<file path="config.mk">
export PLATFORM = sky130hd
export DESIGN_NAME = scl_clk_divider
export DESIGN_NICKNAME = d
export VERILOG_FILES = /design/src/rtl/scl_div_pkg.sv /design/src/rtl/scl_div_decode.sv /design/src/rtl/scl_div_counter.sv /design/src/rtl/scl_clk_divider.sv
export SDC_FILE = /design/constraint.sdc
export NUM_CORES = 1
export LEC_CHECK = 0
export ABC_AREA = 1
export ABC_CLOCK_PERIOD_IN_PS = 12700
export BUFFER_PORTS_ARGS = -buffer_cell sky130_fd_sc_hd__clkbuf_2
export CAP_MARGIN = 20
export CORE_MARGIN = 3
export CORE_UTILIZATION = 35
export CTS_CLUSTER_DIAMETER = 40
export DETAILED_ROUTE_END_ITERATION = 8
export PLACE_DENSITY = 0.59
export SLEW_MARGIN = 5
export SYNTH_ARGS = -nofsm -noshare
export SYNTH_HDL_FRONTEND = slang
export SYNTH_SLANG_ARGS = --single-unit
</file>
<file path="constraint.sdc">
create_clock -name clk -period 12.7 [get_ports clk]
set_input_delay 0.635 -clock clk [delete_from_list [all_inputs] [get_ports clk]]
set_output_delay 0.635 -clock clk [all_outputs]
set_load 0.02 [all_outputs]
</file>
<file path="src/rtl/scl_div_pkg.sv">
`timescale 1ns/1ps
package scl_div_pkg;

    localparam int CODE_W     = 8;
    localparam int TAP_W      = 4;
    localparam int S2T_W      = 7;
    localparam int T2T_W      = 8;
    localparam int MAX_PERIOD = 4 * (2 * 126 + 14 * 128 + 2);
    localparam int PW         = $clog2(MAX_PERIOD + 1);
    localparam logic [1:0] PRE_RESERVED = 2'b11;

    typedef struct packed {
        logic [1:0] pre;
        logic [2:0] grp;
        logic [2:0] tap;
    } code_fields_t;

    typedef struct packed {
        logic [PW-1:0] period;
        logic [PW-1:0] hold;
        logic          err;
    } timing_t;

    function automatic logic [TAP_W-1:0] tap_clocks(input logic [2:0] sel);
        case (sel)
            3'd0:    return 4'd5;
            3'd1:    return 4'd6;
            3'd2:    return 4'd7;
            3'd3:    return 4'd8;
            3'd4:    return 4'd9;
            3'd5:    return 4'd10;
            3'd6:    return 4'd12;
            default: return 4'd15;
        endcase
    endfunction

    function automatic logic [S2T_W-1:0] lead_clocks(input logic [2:0] sel);
        case (sel)
            3'd0:    return 7'd5;
            3'd5:    return 7'd14;
            3'd6:    return 7'd30;
            3'd7:    return 7'd126;
            default: return 7'd6;
        endcase
    endfunction

    function automatic logic [T2T_W-1:0] step_clocks(input logic [2:0] sel);
        return T2T_W'(1) << sel;
    endfunction

endpackage

</file>
<file path="src/rtl/scl_div_decode.sv">
`timescale 1ns/1ps
module scl_div_decode
    import scl_div_pkg::*;
(
    input  logic [CODE_W-1:0] code,
    output timing_t           tm
);
    code_fields_t      f;
    logic [PW-1:0]     lead;
    logic [PW-1:0]     span;
    logic [PW-1:0]     base_period;
    logic [PW-1:0]     base_hold;

    always_comb begin
        f           = code_fields_t'(code);
        lead        = PW'(lead_clocks(f.grp));
        span        = PW'(tap_clocks(f.tap) - 4'd1) * PW'(step_clocks(f.grp));
        base_period = (lead << 1) + span + PW'(2);
        base_hold   = lead + span + PW'(3);
        if (f.pre == PRE_RESERVED) begin
            tm.err    = 1'b1;
            tm.period = '0;
            tm.hold   = '0;
        end else begin
            tm.err    = 1'b0;
            tm.period = base_period << f.pre;
            tm.hold   = base_hold << f.pre;
        end
    end
endmodule

</file>
<file path="src/rtl/scl_div_counter.sv">
`timescale 1ns/1ps
module scl_div_counter
    import scl_div_pkg::*;
(
    input  logic    clk,
    input  logic    rst,
    input  logic    enable,
    input  logic    restart,
    input  timing_t tm,
    output logic    load,
    output logic    scl_fall,
    output logic    scl_rise,
    output logic    sda_hold
);
    logic [PW-1:0] cnt_q;
    logic          at_end;
    logic          live;

    always_comb begin
        at_end   = (cnt_q == tm.period - PW'(1));
        load     = !enable || tm.err || restart || at_end;
        live     = enable && !tm.err;
        scl_fall = live && (cnt_q == '0);
        scl_rise = live && (cnt_q == (tm.period >> 1));
        sda_hold = live && (cnt_q == tm.hold);
    end

    always_ff @(posedge clk) begin
        if (rst)       cnt_q <= '0;
        else if (load) cnt_q <= '0;
        else           cnt_q <= cnt_q + PW'(1);
    end
endmodule

</file>
<file path="src/rtl/scl_clk_divider.sv">
`timescale 1ns/1ps
module scl_clk_divider
    import scl_div_pkg::*;
(
    input  logic              clk,
    input  logic              rst,
    input  logic              enable,
    input  logic              restart,
    input  logic [CODE_W-1:0] freq_code,
    output logic              scl_fall,
    output logic              scl_rise,
    output logic              sda_hold,
    output logic [PW-1:0]     period_count,
    output logic [PW-1:0]     hold_count,
    output logic              config_error
);
    logic [CODE_W-1:0] act_code_q;
    timing_t           tm;
    logic              load;

    scl_div_decode u_decode (
        .code (act_code_q),
        .tm   (tm)
    );

    scl_div_counter u_counter (
        .clk      (clk),
        .rst      (rst),
        .enable   (enable),
        .restart  (restart),
        .tm       (tm),
        .load     (load),
        .scl_fall (scl_fall),
        .scl_rise (scl_rise),
        .sda_hold (sda_hold)
    );

    always_ff @(posedge clk) begin
        if (rst)       act_code_q <= '0;
        else if (load) act_code_q <= freq_code;
    end

    assign period_count = tm.period;
    assign hold_count   = tm.hold;
    assign config_error = tm.err;
endmodule

</file>
==> results.toml <==
[drt]
drc = 0
drtIter0Drc = 264
post_drt_wl_per_cell_um = 11.71
vias = 5197
route.layer.met1.wl_um = 7149
highest_layer = "met4"
dr.pass1.iters = 5
routed_wirelength_um = 12890
dr_wl_met3_um = 456
ant_nets = 0
met2_length_um = 5238
viasPerCell = 4.720

[global_route]
grt_pass1_wl_um = 22080
grt_pass1_vias = 4730
antenna_found_initial = 0
grt_max_degree = 30
overflow = 0
track_usage = 0.1571

[run]
maxCapViolCount = 0

[timing]
fmax_ghz = 0.1318
finalMaxSlewViolations = 0
setup-tns-final_ns = 0
finalSetupViolCount = 0
rsz0062_at_grt = "no"
clock_skew_ns = 0.003809
final-hold-violation-count = 0
fin_crit_ns = 7.589
max_slew_margin = 0.4087
hold_slack_ns = 0.5845
tightest_slew_ns = 0.8858
period_share = 0.5976

[floorplanning]
initial_core_util = 0.3641
dieArea_mm2 = 0.01687
dieWidth_um = 129.9
core_area_mm2 = 0.01475
die_y_um = 129.9
row_count = 44
ios = 42

[outcome]
status = "finished, final reports clean"

[cts]
hold_buffers = 0
insertion_delay_ns = 0.26
clockBufferDepth = 2
cts-root-buf = "clkbuf_16"
cts_tree = "yes"
h-tree-depth = 1
cts.clk_slew.worst_paths_ns = 0.07
numCtsBuffers = 3
post-cts-setup-buffers = 0
cts_sinks = 21
cts.repair.resized = 0

[synthesis]
yosysTopAreaCell = "nand2_1"
synthMuxAreaShare = 0
synth_compound_area_frac = 0.07291
syn_inst = 866
yosysWarnings = 0
synth_edf_count = 0
yosysSeqAreaShare = 0.07827
async_reset_ff_frac = 0
synth_top_area_share = 0.1698
synthFlopType = "dfxtp_1"
netlist_area_mm2 = 0.005371
synth_cell_types = 44
synth_fa_ha_area_frac = 0.2572
yosys.area_share.simple = 0.3993
synth.area.top_cells = "nand2_1, fa_1, ha_1"
yosys-top-cells-count = "nand2_1, inv_1, nand3_1, nor2_1, ha_1"
synth_seq_cells = 21
yosysMostFrequentCell = "nand2_1"
synth_top_family_by_area = "simple AND/OR/NAND/NOR gates"
synth_xor_area_frac = 0.05055
syn_avg_cell_area_um2 = 6.203

[power]
clock_power_share = 0.067
p_int_uw = 414.6
leakagePower_nw = 3.157
p_per_area_mw_per_mm2 = 182.6
combPwrFrac = 0.866
switching_share = 0.6126
power_mw = 1.070
power.switching_uw = 655.8
seq_power_share = 0.067
vdd_drop_max_v = 0.00006667

[placement]
portBuffers = 41
gp_congestion = 0.8727
hpwl_um = 11270

[critical_path]
r2r_end = "u_counter.cnt_q[1]"
cp_common_cell = "inv_1"
critical_path_arrival_ns = 6.95
cp.required_ns = 12.06
r2r_start = "act_code_q[2]"
critPathMaxFanout = 10
critPathLaunchType = "register"
reg2reg_slack_ns = 5.37
ff2ff_path_depth = 38
worstSetupPathType = "reg2out"
end_kind = "primary output"
max_stage_delay_ns = 0.55
crit_path_top_delay_cell = "fa_1"

[final_layout]
regArea_um2 = 420.4
nets = 1017
diodes = 0
multiInputGateArea_mm2 = 0.004275
fill_cells = 1631
syn2layout_area_growth_pct = 9.108
drive_gt1_frac = 0.1134

[min_path]
holdCritStartpoint = "freq_code[3]"
hp-class = "in2reg"
min_to = "act_code_q[3]"
holdPathStages = 3
-- per-layer routing --
layer / vias to the layer above / GRT usage
li1: 2802 / -
met1: 2303 / 0.2521
met2: 86 / 0.2329
met3: 6 / 0.01637
met4: 0 / 0.01650
met5: - / 0
-- worst max path at each step --
stage | startpoint | end | depth (start not counted)
final | act_code_q[2] | scl_rise | 30
after global routing | act_code_q[2] | scl_rise | 34
after CTS | act_code_q[2] | scl_rise | 30
after detailed placement | act_code_q[2] | scl_rise | 30
after global placement | act_code_q[2] | u_counter.cnt_q[2] | 38
after floorplan | act_code_q[2] | scl_rise | 30
-- flip-flops by register name, summed over array words and instances (netlist names) --
signal,cells
act_code_q,8
u_counter.cnt_q,13
-- area by class of cell --
| cell class | count | share of cell area |
|---|---|---|
| Clock buffer | 3 | 0.01281 |
| Timing Repair Buffer | 43 | 0.03757 |
| Clock inverter | 1 | 0.0008540 |
| Inverter | 169 | 0.1082 |
| Sequential cell | 21 | 0.07173 |
| Multi-Input combinational cell | 680 | 0.7295 |
| Tap cell | 184 | 0.03928 |
-- kinds of logic after synthesis --
group,after synthesis
adder cells (fa/ha/maj),87
other,2
flip-flops,21
XOR/XNOR,31
AO/OA/AOI/OAI,71
AND/OR/NAND/NOR,468
buffers and inverters,186
-- power by group through the flow --
stage | sequential [mW] | combinational (mW) | clock (mW)
after detailed placement | 0.0734 | 0.928 | 0
after global placement | 0.0733 | 0.928 | 0
after global routing | 0.0725 | 1.07 | 0.0756
after CTS | 0.0719 | 0.934 | 0.0730
after floorplan | 0.0708 | 0.721 | 0
final | 0.0719 | 0.927 | 0.0716
-- critical path, delay by kind of cell, from the launching register on --
| family | cells | cell delay (ns) |
|---|---|---|
| adders and majority gates | 8 | 3.20 |
| and+or+nand+nor | 11 | 1.46 |
| AOI/OAI and AO/OA | 3 | 0.74 |
| buffers and inverters | 7 | 0.62 |
| xor gates and xnor gates | 1 | 0.17 |
| DFF | 1 | 0.49 |
-- per-stage QoR --
step	area [um2]	setup WS [ns]	utilization	std cells
after floorplan	5450	5.475	-	887
after global placement	5781	5.472	0.3918	1097
after detailed placement	5781	5.369	0.3918	1097
after CTS	5861	5.065	0.3972	1101
after global routing	5861	4.511	0.3972	1101
final	5861	5.111	0.3972	1101
-- cell usage in the layout (no fill, tap or decap), drive strengths merged --
cell type / synthesis / routed
o21ai: 24 / 24
conb: 2 / 23
o21a: 1 / 1
fa: 39 / 39
dfxtp: 21 / 21
ha: 48 / 48
o31ai: 1 / 1
a21oi: 34 / 34
or3: 1 / 1
clkinv: 2 / 3
nor4: 3 / 3
clkbuf: 6 / 44
xor2: 21 / 21
o22ai: 2 / 2
nand4: 16 / 16
a31oi: 1 / 1
or2: 6 / 6
nor3: 21 / 21
xnor2: 10 / 10
nand3: 95 / 95
nand3b: 1 / 1
nor4b: 1 / 1
nand2: 256 / 256
a21o: 1 / 1
nor2: 68 / 68
buf: 11 / 2
o211ai: 5 / 5
o21bai: 2 / 2
inv: 167 / 167
No activity file was read; power rests on OpenSTA's default activity.
